File: config.mk
export PLATFORM = sky130hd
export DESIGN_NAME = seg_fir_engine
export DESIGN_NICKNAME = d
export VERILOG_FILES = /design/src/rtl/fir_seg_pkg.sv /design/src/rtl/seg_coef_store.sv /design/src/rtl/seg_sample_ring.sv /design/src/rtl/seg_tap_ctrl.sv /design/src/rtl/seg_masu.sv /design/src/rtl/seg_fir_engine.sv
export SDC_FILE = /design/constraint.sdc
export NUM_CORES = 1
export LEC_CHECK = 0
export BUFFER_PORTS_ARGS = -buffer_cell sky130_fd_sc_hd__buf_2
export CAP_MARGIN = 10
export CELL_PAD_IN_SITES_DETAIL_PLACEMENT = 1
export CELL_PAD_IN_SITES_GLOBAL_PLACEMENT = 1
export CORE_UTILIZATION = 50
export CTS_BUF_LIST = sky130_fd_sc_hd__clkbuf_4
export DETAILED_ROUTE_END_ITERATION = 10
export PLACE_DENSITY = 0.8
export SLEW_MARGIN = 10
export SYNTH_ARGS = -nofsm -noshare
export SYNTH_HDL_FRONTEND = slang
export SYNTH_SLANG_ARGS = --single-unit
File: constraint.sdc
create_clock -name clk -period 11.45 [get_ports clk]
set_input_delay 1.145 -clock clk [delete_from_list [all_inputs] [get_ports clk]]
set_output_delay 1.145 -clock clk [all_outputs]
set_load 0.005 [all_outputs]
File: src/rtl/fir_seg_pkg.sv
package fir_seg_pkg;

  typedef enum logic {
    SEQ_IDLE = 1'b0,
    SEQ_RUN  = 1'b1
  } seq_state_t;

  // Width of one tap term: sample times multiplicand plus the largest shift.
  function automatic int term_bits(input int xw, input int mw, input int shw);
    return xw + mw + (1 << shw);
  endfunction

  // Accumulator width: tap term plus growth over every tap plus a guard bit.
  function automatic int acc_bits(input int tw, input int ntaps);
    return tw + $clog2(ntaps) + 1;
  endfunction

endpackage

File: src/rtl/seg_coef_store.sv
module seg_coef_store #(
  parameter int NTAPS = 8,
  parameter int CW    = 14,
  parameter int TPW   = 3
) (
  input  logic           clk,
  input  logic           rst_n,
  input  logic           busy,
  input  logic           we,
  input  logic [TPW-1:0] waddr,
  input  logic [CW-1:0]  wdata,
  input  logic [TPW-1:0] raddr,
  output logic [CW-1:0]  rdata
);

  logic [CW-1:0] mem [NTAPS];
  logic          wr_take;

  assign wr_take = we && !busy;   // writes only when idle
  assign rdata   = mem[raddr];

  always_ff @(posedge clk or negedge rst_n) begin
    if (!rst_n) begin
      for (int i = 0; i < NTAPS; i++) mem[i] <= '0;
    end else if (wr_take) begin
      mem[waddr] <= wdata;
    end
  end

  // a write that arrives during a computation leaves the entry unchanged
  assert_busy_write_dropped_R8: assert property (@(posedge clk) disable iff (!rst_n)
    (we && busy) |=> (mem[$past(waddr)] == $past(mem[waddr])));

endmodule

File: src/rtl/seg_sample_ring.sv
module seg_sample_ring #(
  parameter int XW    = 16,
  parameter int NTAPS = 8,
  parameter int TPW   = 3
) (
  input  logic                 clk,
  input  logic                 rst_n,
  input  logic                 push,
  input  logic signed [XW-1:0] push_data,
  input  logic [TPW-1:0]       back,
  output logic signed [XW-1:0] rd_data
);

  localparam int DEPTH = 2 * NTAPS;
  localparam int PW    = $clog2(DEPTH);

  logic signed [XW-1:0] ring [DEPTH];
  logic [PW-1:0] head;
  logic [PW-1:0] head_nx;
  logic [PW-1:0] rd_idx;
  logic [PW:0]   wide_idx;

  assign head_nx = (head == PW'(DEPTH - 1)) ? '0 : head + 1'b1;

  // Index of the sample `back` entries older than the newest one.
  always_comb begin
    if ({1'b0, head} >= (PW + 1)'(back))
      wide_idx = {1'b0, head} - (PW + 1)'(back);
    else
      wide_idx = {1'b0, head} + (PW + 1)'(DEPTH) - (PW + 1)'(back);
    rd_idx = wide_idx[PW-1:0];
  end

  assign rd_data = ring[rd_idx];

  always_ff @(posedge clk or negedge rst_n) begin
    if (!rst_n) begin
      head <= '0;
      for (int i = 0; i < DEPTH; i++) ring[i] <= '0;
    end else if (push) begin
      ring[head_nx] <= push_data;
      head          <= head_nx;
    end
  end

  // every accepted sample moves the ring pointer on by one entry with wrap
  assert_head_steps_R4: assert property (@(posedge clk) disable iff (!rst_n)
    push |=> (head == (($past(head) == PW'(DEPTH - 1)) ? '0 : $past(head) + 1'b1)));

endmodule

File: src/rtl/seg_tap_ctrl.sv
module seg_tap_ctrl
  import fir_seg_pkg::*;
#(
  parameter int NTAPS = 8,
  parameter int TPW   = 3
) (
  input  logic           clk,
  input  logic           rst_n,
  input  logic           in_valid,
  output logic           in_ready,
  output logic           accept,
  output logic           running,
  output logic [TPW-1:0] tap,
  output logic           last_tap,
  output logic           out_valid
);

  seq_state_t state;

  assign in_ready = (state == SEQ_IDLE);
  assign running  = (state == SEQ_RUN);
  assign accept   = in_valid && in_ready;
  assign last_tap = running && (tap == TPW'(NTAPS - 1));

  always_ff @(posedge clk or negedge rst_n) begin
    if (!rst_n) begin
      state     <= SEQ_IDLE;
      tap       <= '0;
      out_valid <= 1'b0;
    end else begin
      out_valid <= last_tap;
      if (accept) begin
        state <= SEQ_RUN;
        tap   <= '0;
      end else if (last_tap) begin
        state <= SEQ_IDLE;
        tap   <= '0;
      end else if (running) begin
        tap <= tap + 1'b1;
      end
    end
  end

  // an accepted sample closes the input for the next cycle
  assert_closed_after_accept_R6: assert property (@(posedge clk) disable iff (!rst_n)
    accept |=> !in_ready);

  // the result strobe lasts one cycle
  assert_single_strobe_R7: assert property (@(posedge clk) disable iff (!rst_n)
    out_valid |=> !out_valid);

  // the engine is idle again when its result is presented
  assert_idle_with_result_R7: assert property (@(posedge clk) disable iff (!rst_n)
    out_valid |-> in_ready);

endmodule

File: src/rtl/seg_masu.sv
module seg_masu #(
  parameter int XW     = 16,
  parameter int MW     = 8,
  parameter int SHW    = 4,
  parameter int OW     = 16,
  parameter int OSHIFT = 4,
  parameter int TW     = 40,
  parameter int AW     = 44
) (
  input  logic                 clk,
  input  logic                 rst_n,
  input  logic                 start,
  input  logic                 step,
  input  logic                 finish,
  input  logic signed [XW-1:0] x,
  input  logic [MW-1:0]        c_m,
  input  logic [SHW-1:0]       c_sh,
  input  logic                 c_neg,
  input  logic                 c_sen,
  output logic [OW-1:0]        out_data
);

  // Product of the sample and the unsigned multiplicand.
  function automatic logic signed [TW-1:0] mul_part(input logic signed [XW-1:0] xs,
                                                    input logic [MW-1:0] mm);
    logic signed [TW-1:0] xe;
    logic signed [TW-1:0] me;
    xe = TW'(xs);
    me = TW'($signed({1'b0, mm}));
    return xe * me;
  endfunction

  // Sample scaled by the signed power-of-two term (zero when disabled).
  function automatic logic signed [TW-1:0] shift_part(input logic signed [XW-1:0] xs,
                                                      input logic [SHW-1:0] sh,
                                                      input logic neg,
                                                      input logic sen);
    logic signed [TW-1:0] sv;
    sv = TW'(xs) <<< sh;
    if (!sen)     return '0;
    else if (neg) return -sv;
    else          return sv;
  endfunction

  // Final scaling: arithmetic shift right, keep the low bits.
  function automatic logic [OW-1:0] scale_out(input logic signed [AW-1:0] a);
    logic signed [AW-1:0] sh_a;
    sh_a = a >>> OSHIFT;
    return sh_a[OW-1:0];
  endfunction

  logic signed [AW-1:0] acc;
  logic signed [AW-1:0] acc_nx;
  logic signed [TW-1:0] term;

  assign term   = mul_part(x, c_m) + shift_part(x, c_sh, c_neg, c_sen);
  assign acc_nx = acc + AW'(term);

  always_ff @(posedge clk or negedge rst_n) begin
    if (!rst_n) begin
      acc      <= '0;
      out_data <= '0;
    end else begin
      if (start)     acc <= '0;
      else if (step) acc <= acc_nx;
      if (finish) out_data <= scale_out(acc_nx);
    end
  end

  // accumulation never runs outside the sequenced tap window
  assert_acc_quiet_when_idle_R2: assert property (@(posedge clk) disable iff (!rst_n)
    (!step && !start) |=> $stable(acc));

endmodule

File: src/rtl/seg_fir_engine.sv
module seg_fir_engine
  import fir_seg_pkg::*;
#(
  parameter int NTAPS  = 8,
  parameter int XW     = 16,
  parameter int MW     = 8,
  parameter int SHW    = 4,
  parameter int OW     = 16,
  parameter int OSHIFT = 4
) (
  input  logic                       clk,
  input  logic                       rst_n,
  input  logic                       cw_en,
  input  logic [$clog2(NTAPS)-1:0]   cw_addr,
  input  logic [MW-1:0]              cw_m,
  input  logic [SHW-1:0]             cw_sh,
  input  logic                       cw_neg,
  input  logic                       cw_sen,
  input  logic                       in_valid,
  output logic                       in_ready,
  input  logic [XW-1:0]              in_data,
  output logic                       out_valid,
  output logic [OW-1:0]              out_data
);

  localparam int TPW = $clog2(NTAPS);
  localparam int CW  = MW + SHW + 2;
  localparam int TW  = term_bits(XW, MW, SHW);
  localparam int AW  = acc_bits(TW, NTAPS);

  logic                 accept;
  logic                 running;
  logic                 last_tap;
  logic [TPW-1:0]       tap;
  logic [CW-1:0]        coef_w;
  logic [CW-1:0]        coef_r;
  logic signed [XW-1:0] x_tap;

  // Entry layout: {shift enable, negate, shift amount, multiplicand}
  assign coef_w = {cw_sen, cw_neg, cw_sh, cw_m};

  seg_tap_ctrl #(.NTAPS(NTAPS), .TPW(TPW)) u_ctrl (
    .clk       (clk),
    .rst_n     (rst_n),
    .in_valid  (in_valid),
    .in_ready  (in_ready),
    .accept    (accept),
    .running   (running),
    .tap       (tap),
    .last_tap  (last_tap),
    .out_valid (out_valid)
  );

  seg_coef_store #(.NTAPS(NTAPS), .CW(CW), .TPW(TPW)) u_coef (
    .clk   (clk),
    .rst_n (rst_n),
    .busy  (running),
    .we    (cw_en),
    .waddr (cw_addr),
    .wdata (coef_w),
    .raddr (tap),
    .rdata (coef_r)
  );

  seg_sample_ring #(.XW(XW), .NTAPS(NTAPS), .TPW(TPW)) u_ring (
    .clk       (clk),
    .rst_n     (rst_n),
    .push      (accept),
    .push_data ($signed(in_data)),
    .back      (tap),
    .rd_data   (x_tap)
  );

  seg_masu #(.XW(XW), .MW(MW), .SHW(SHW), .OW(OW), .OSHIFT(OSHIFT),
             .TW(TW), .AW(AW)) u_masu (
    .clk      (clk),
    .rst_n    (rst_n),
    .start    (accept),
    .step     (running),
    .finish   (last_tap),
    .x        (x_tap),
    .c_m      (coef_r[MW-1:0]),
    .c_sh     (coef_r[MW +: SHW]),
    .c_neg    (coef_r[MW+SHW]),
    .c_sen    (coef_r[MW+SHW+1]),
    .out_data (out_data)
  );

  // the last tap is followed by the result strobe
  assert_strobe_after_last_R7: assert property (@(posedge clk) disable iff (!rst_n)
    last_tap |=> out_valid);

endmodule

==> results.py, run 1 <==
metrics = {
    "grt": {
        "antenna_found_initial": 3,
        "grt.overflow.total": 0,
        "track_usage": 0.281,
        "grt_max_degree": 100,
        "grt_pass1_vias": 19348,
        "grt_pass1_wl_mm": 111,
    },
    "layout": {
        "fillers": 5232,
        "nets": 2362,
        "multiInputGateArea_um2": 14100,
        "area_growth_pct": 9.49,
        "register_area_um2": 10300,
        "drive_above_1_share": 0.353,
    },
    "detailed_routing": {
        "routed_wl_mm": 68.9,
        "drc_errors": 0,
        "vias": 17182,
        "drt_pass1_iterations": 5,
        "antenna_left": 0,
        "drtIter0Drc": 1000,
        "vias_per_cell": 5.93,
        "wl_per_cell_um": 23.8,
    },
    "sta": {
        "setup_violations": 0,
        "rsz0062_at_grt": "no",
        "post-route-period-util": 0.866,
        "tightest_slew_ns": 1.22,
        "fmax_mhz": 101,
        "max-slew-margin-rel": 0.166,
        "tns_ns": 0,
        "finClkSkew_ns": 0.0604,
        "period_needed_ns": 9.92,
        "hold_viol": 0,
        "drv_slew": 0,
    },
    "synthesis": {
        "synth.area.mux_share": 0.289,
        "synth_simple_gate_area_frac": 0.0722,
        "async_reset_ff_frac": 1.00,
        "syn_inst": 2049,
        "yosys_warnings": 0,
        "netlist_area_um2": 25400,
        "synth_compound_area_frac": 0.0545,
        "postSynthAreaPerCell_um2": 12.4,
        "synth_xor_area_frac": 0.0204,
        "synth_seq_cells": 413,
        "synth_fa_ha_area_frac": 0.117,
        "synth.distinct_cells": 76,
        "ys_seq_area_frac": 0.408,
        "synth_top_family_by_area": "multiplexers",
        "synth_edf_count": 0,
        "syn_nets": 2264,
        "ys.flop_type": "dfrtp_1",
    },
    "clock_tree": {
        "cts_tree": "built",
        "clk_pin_slew_ns": 0.06,
        "ctsResizeCount": 0,
        "htreeDepth": 3,
        "hold_buffers": 0,
        "cts-root-buf": "clkbuf_4",
        "clk_latency_ns": 0.92,
        "clock-sinks": 413,
        "cts_buffer_depth": 3,
        "cts_post_setup_buffers_inserted": 0,
        "cts_buffers": 108,
    },
    "setup_path": {
        "critPathSlowestCell": "fa_2",
        "r2r_cells": 37,
        "critPathKind": "flip-flop to flip-flop",
        "crit_fanout": 21,
        "required_ns": 12.22,
        "startpoint": "u_ring.head[0]",
        "end_kind": "flip-flop",
        "max_stage_delay_ns": 0.96,
        "cp-start-kind": "flip-flop",
        "path_common_cell": "inv_1",
        "rr_startpoint": "u_ring.head[0]",
        "arrival_ns": 10.69,
    },
    "floorplanning": {
        "core-area_um2": 50100,
        "die_w_um": 227,
        "initial_core_util": 0.506,
        "io_pins": 55,
        "die_area_um2": 51600,
        "die_y_um": 227,
        "row_count": 82,
    },
    "placement": {
        "place_congestion": 0.901,
        "dp_hpwl_mm": 48.0,
        "io_buffers": 54,
    },
    "min_path": {
        "hold_path_class": "input port to asynchronous set/reset pin",
    },
    "flow_run": {
        "cap_violations": 0,
    },
    "status": {
        "status": "complete, no violations",
    },
}
## cell families after synthesis
kind of cell / Yosys count
mux: 556
simple gates: 396
buf+inv: 240
compound gates: 207
xor+xnor: 59
fa+ha+maj: 178
flops: 413
## placed cells by master (no fill, tap or decap), types with 15 or more instances in the layout
master / Yosys / routed
o21ai_0: 43 / 43
nand2b_1: 27 / 27
nor3_1: 25 / 25
mux2i_1: 61 / 59
clkinv_1: 1 / 23
buf_2: 13 / 53
xor2_1: 17 / 16
mux2_2: 391 / 391
nand2_1: 123 / 123
ha_1: 78 / 77
xnor2_1: 42 / 42
nor2_2: 0 / 17
nand3_1: 38 / 38
dfrtp_1: 413 / 412
buf_4: 3 / 41
a22o_1: 15 / 15
a21oi_1: 44 / 44
nor2_1: 123 / 106
mux4_2: 88 / 88
fa_1: 100 / 99
inv_1: 131 / 131
clkbuf_4: 0 / 150
## metrics by stage
stage          instances  instance area, µm²  setup WS [ns]  hold slack [ns]  utilization
2_1_floorplan       2049               25400           2.11            0.456            -
6_report            2897               27800           1.53            0.286        0.554
5_1_grt             2897               27800          0.860            0.277        0.554
4_1_cts             2893               27700           1.53            0.245        0.554
3_3_place_gp        2709               26400           1.89            0.463        0.527
3_5_place_dp        2709               26400           1.60            0.478        0.527
## layout make-up
class                           instances  share of cell area
Tap cell                              672              0.0303
Sequential cell                       413               0.372
Timing Repair Buffer                   96              0.0216
Clock buffer                          150              0.0406
Clock inverter                         34             0.00753
Antenna cell                            4            0.000361
Inverter                              132              0.0179
Multi-Input combinational cell       1396               0.509
## synth_stat cells, types with 8 or more instances
cell type	number	area, µm²
a22o_1	15	131
o31ai_1	10	75.1
and2_1	9	56.3
ha_1	78	976
or2_2	8	50.1
nor2_1	123	462
buf_2	13	65.1
o21a_1	8	60.1
a21o_1	9	67.6
xnor2_1	42	368
xor2_1	17	149
clkbuf_1	76	285
a21oi_1	44	220
buf_1	8	30.0
dfrtp_1	413	10300
o21ai_0	43	215
mux4_2	88	1980
fa_1	100	2000
nand2b_1	27	169
mux2i_1	61	611
mux4_1	8	210
nand3_1	38	190
nand2_1	123	462
nor2b_1	10	62.6
mux2_2	391	4400
nor3_1	25	125
inv_1	131	492
## final timing paths
check,to,slack (ns)
setup / recovery,u_masu.acc[19],1.53
hold / removal,u_masu.out_data[12],0.29
setup reg to reg,u_masu.acc[19],1.53
hold reg to reg,u_masu.out_data[15],0.48
max in group asynchronous,u_ring.ring[44],9.09
min in group clk,u_masu.out_data[15],0.48
## metal layers
metal  global-route usage  vias to the layer above  share of wire
met5                    0                        -              0
met4                0.115                        0          0.031
met3               0.0450                      118          0.040
li1                     -                     7537              -
met2                0.480                      398           0.51
met1                0.355                     9129           0.42
## flip-flops by register name (all words and copies together) (netlist names)
name,cells
u_masu.acc,20
u_ring.head,4
u_masu.out_data,16
u_ring.ring,256
u_ctrl.tap,3
u_ctrl.running,1
u_ctrl.out_valid,1
u_coef.mem,112
## worst max-delay path: cells and delay by family (launching register included)
kind | cells | cell delay, ns
adders and majority gates | 9 | 4.42
AOI/OAI and AO/OA | 9 | 1.77
and+or+nand+nor | 9 | 1.33
buffers and inverters | 7 | 0.91
muxes | 2 | 0.75
DFF | 1 | 0.44
xor gates and xnor gates | 1 | 0.18
Power of run 1 is not shown: default switching activity piles up to over one toggle a cycle in this logic, so the estimate is an artifact.
==> run 2, diff against run 1 <==
CORE_UTILIZATION = 54   (was 50)
PLACE_DENSITY = 0.85   (was 0.8)
==> results.py, run 2 (same netlist as run 1, synthesis figures left out) <==
metrics = {
    "clock_tree": {
        "cts_post_setup_buffers_inserted": 0,
        "cts_tree": "built",
        "cts_buffers": 108,
        "clock-sinks": 413,
        "clk_pin_slew_ns": 0.07,
        "clk_latency_ns": 0.93,
        "cts_buffer_depth": 3,
        "htreeDepth": 3,
        "hold_buffers": 0,
        "cts-root-buf": "clkbuf_4",
        "ctsResizeCount": 0,
    },
    "floorplanning": {
        "row_count": 79,
        "initial_core_util": 0.546,
        "io_pins": 55,
        "die_area_um2": 47800,
        "core-area_um2": 46500,
        "die_w_um": 219,
        "die_y_um": 219,
    },
    "sta": {
        "tightest_slew_ns": 1.17,
        "fmax_mhz": 99.7,
        "tns_ns": 0,
        "hold_viol": 0,
        "finClkSkew_ns": 0.0603,
        "period_needed_ns": 10.03,
        "max-slew-margin-rel": 0.217,
        "post-route-period-util": 0.876,
        "setup_violations": 0,
        "rsz0062_at_grt": "no",
        "drv_slew": 0,
    },
    "setup_path": {
        "cp-start-kind": "flip-flop",
        "end_kind": "flip-flop",
        "max_stage_delay_ns": 0.84,
        "required_ns": 12.21,
        "path_buf_inv": 6,
        "crit_family": "adder cells",
        "arrival_ns": 10.79,
        "critPathKind": "flip-flop to flip-flop",
        "crit_fanout": 18,
        "path_depth": 39,
        "critPathSlowestCell": "dfrtp_1",
        "r2r_cells": 39,
    },
    "layout": {
        "area_growth_pct": 9.21,
        "top_regs": "u_ring.ring x256, u_coef.mem x112, u_masu.acc x20",
        "multiInputGateArea_um2": 14100,
        "fillers": 4656,
        "register_area_um2": 10300,
        "stdcell_area_um2": 27700,
        "layout_commonest_cell": "dfrtp_1",
        "drive_above_1_share": 0.356,
        "nets": 2356,
        "regMostFlops": "u_ring.ring",
        "largest_reg_flops": 256,
        "layout_common_cells": "dfrtp_1 (412), mux2_2 (391), clkbuf_4 (159)",
    },
    "detailed_routing": {
        "antenna_left": 0,
        "drc_errors": 0,
        "vias": 17447,
        "wl_per_cell_um": 25.2,
        "routed_wl_mm": 71.2,
        "drtIter0Drc": 1061,
        "vias_per_cell": 6.18,
        "drt_pass1_iterations": 5,
    },
    "placement": {
        "io_buffers": 54,
        "placed_area_um2": 26300,
        "place_congestion": 0.925,
        "dp_hpwl_mm": 49.3,
    },
    "grt": {
        "grt_pass1_wl_mm": 113,
        "antenna_found_initial": 4,
        "grt_pass1_vias": 19626,
        "grt.overflow.total": 0,
        "gr-usage-met3": 0.0523,
        "grt_busiest_layer": "met2",
        "gr-usage-met2": 0.532,
        "grt_max_degree": 189,
        "track_usage": 0.309,
        "grt_use_met1": 0.375,
    },
    "status": {
        "status": "complete, no violations",
    },
    "flow_run": {
        "cap_violations": 0,
    },
    "min_path": {
        "hold_path_class": "input port to asynchronous set/reset pin",
    },
}
==> run 2: changes by cell type in the layout (fill, tap and decap cells not counted), sizes merged <==
cell	change
clkbuf	+9
clkinv	-9
buf	-6
inv	-3
clkinvlp	+2
bufinv	-1
diode	+1
==> run 2: path summary, 6_finish.rpt <==
kind                                     start                   to  slack, ns
hold / removal                           rst_n     u_ring.ring[242]       0.26
setup reg to reg                 u_ctrl.tap[2]       u_masu.acc[19]       1.42
min in group clk           u_masu.out_data[15]  u_masu.out_data[15]       0.49
max in group asynchronous                rst_n      u_ring.ring[55]       8.91
hold reg to reg            u_masu.out_data[15]  u_masu.out_data[15]       0.49
setup / recovery                 u_ctrl.tap[2]       u_masu.acc[19]       1.42
==> run 2: through the flow <==
| stage | std cells | setup WS, ns | utilization | hold slack (ns) |
|---|---|---|---|---|
| after floorplan | 2049 | 2.11 | - | 0.456 |
| after global placement | 2638 | 1.94 | 0.567 | 0.471 |
| after detailed placement | 2638 | 1.51 | 0.567 | 0.487 |
| after CTS | 2820 | 1.45 | 0.596 | 0.217 |
| after global routing | 2825 | 0.790 | 0.596 | 0.247 |
| final | 2825 | 1.42 | 0.596 | 0.257 |
==> run 2: cell type report <==
type	instances	area share
Inverter	132	0.0179
Antenna cell	5	0.000452
Timing Repair Buffer	90	0.0217
Sequential cell	413	0.373
Multi-Input combinational cell	1396	0.510
Clock buffer	159	0.0431
Clock inverter	23	0.00569
Tap cell	607	0.0274
==> run 2: worst register-to-register path, delay by kind of cell, from the launching register on <==
family | cells | cell delay [ns]
adder cells (fa/ha/maj) | 8 | 3.28
AO/OA/AOI/OAI | 12 | 2.10
AND/OR/NAND/NOR | 11 | 1.99
buffers and inverters | 6 | 0.95
flip-flops | 1 | 0.84
multiplexers | 1 | 0.57
XOR/XNOR | 1 | 0.18
==> run 2: layer usage <==
metal,wire (µm),up-vias
li1,-,7509
met1,28200,9231
met2,36900,512
met3,3050,193
met4,3050,2
met5,13,-
Power of run 2 is left out for the same reason.
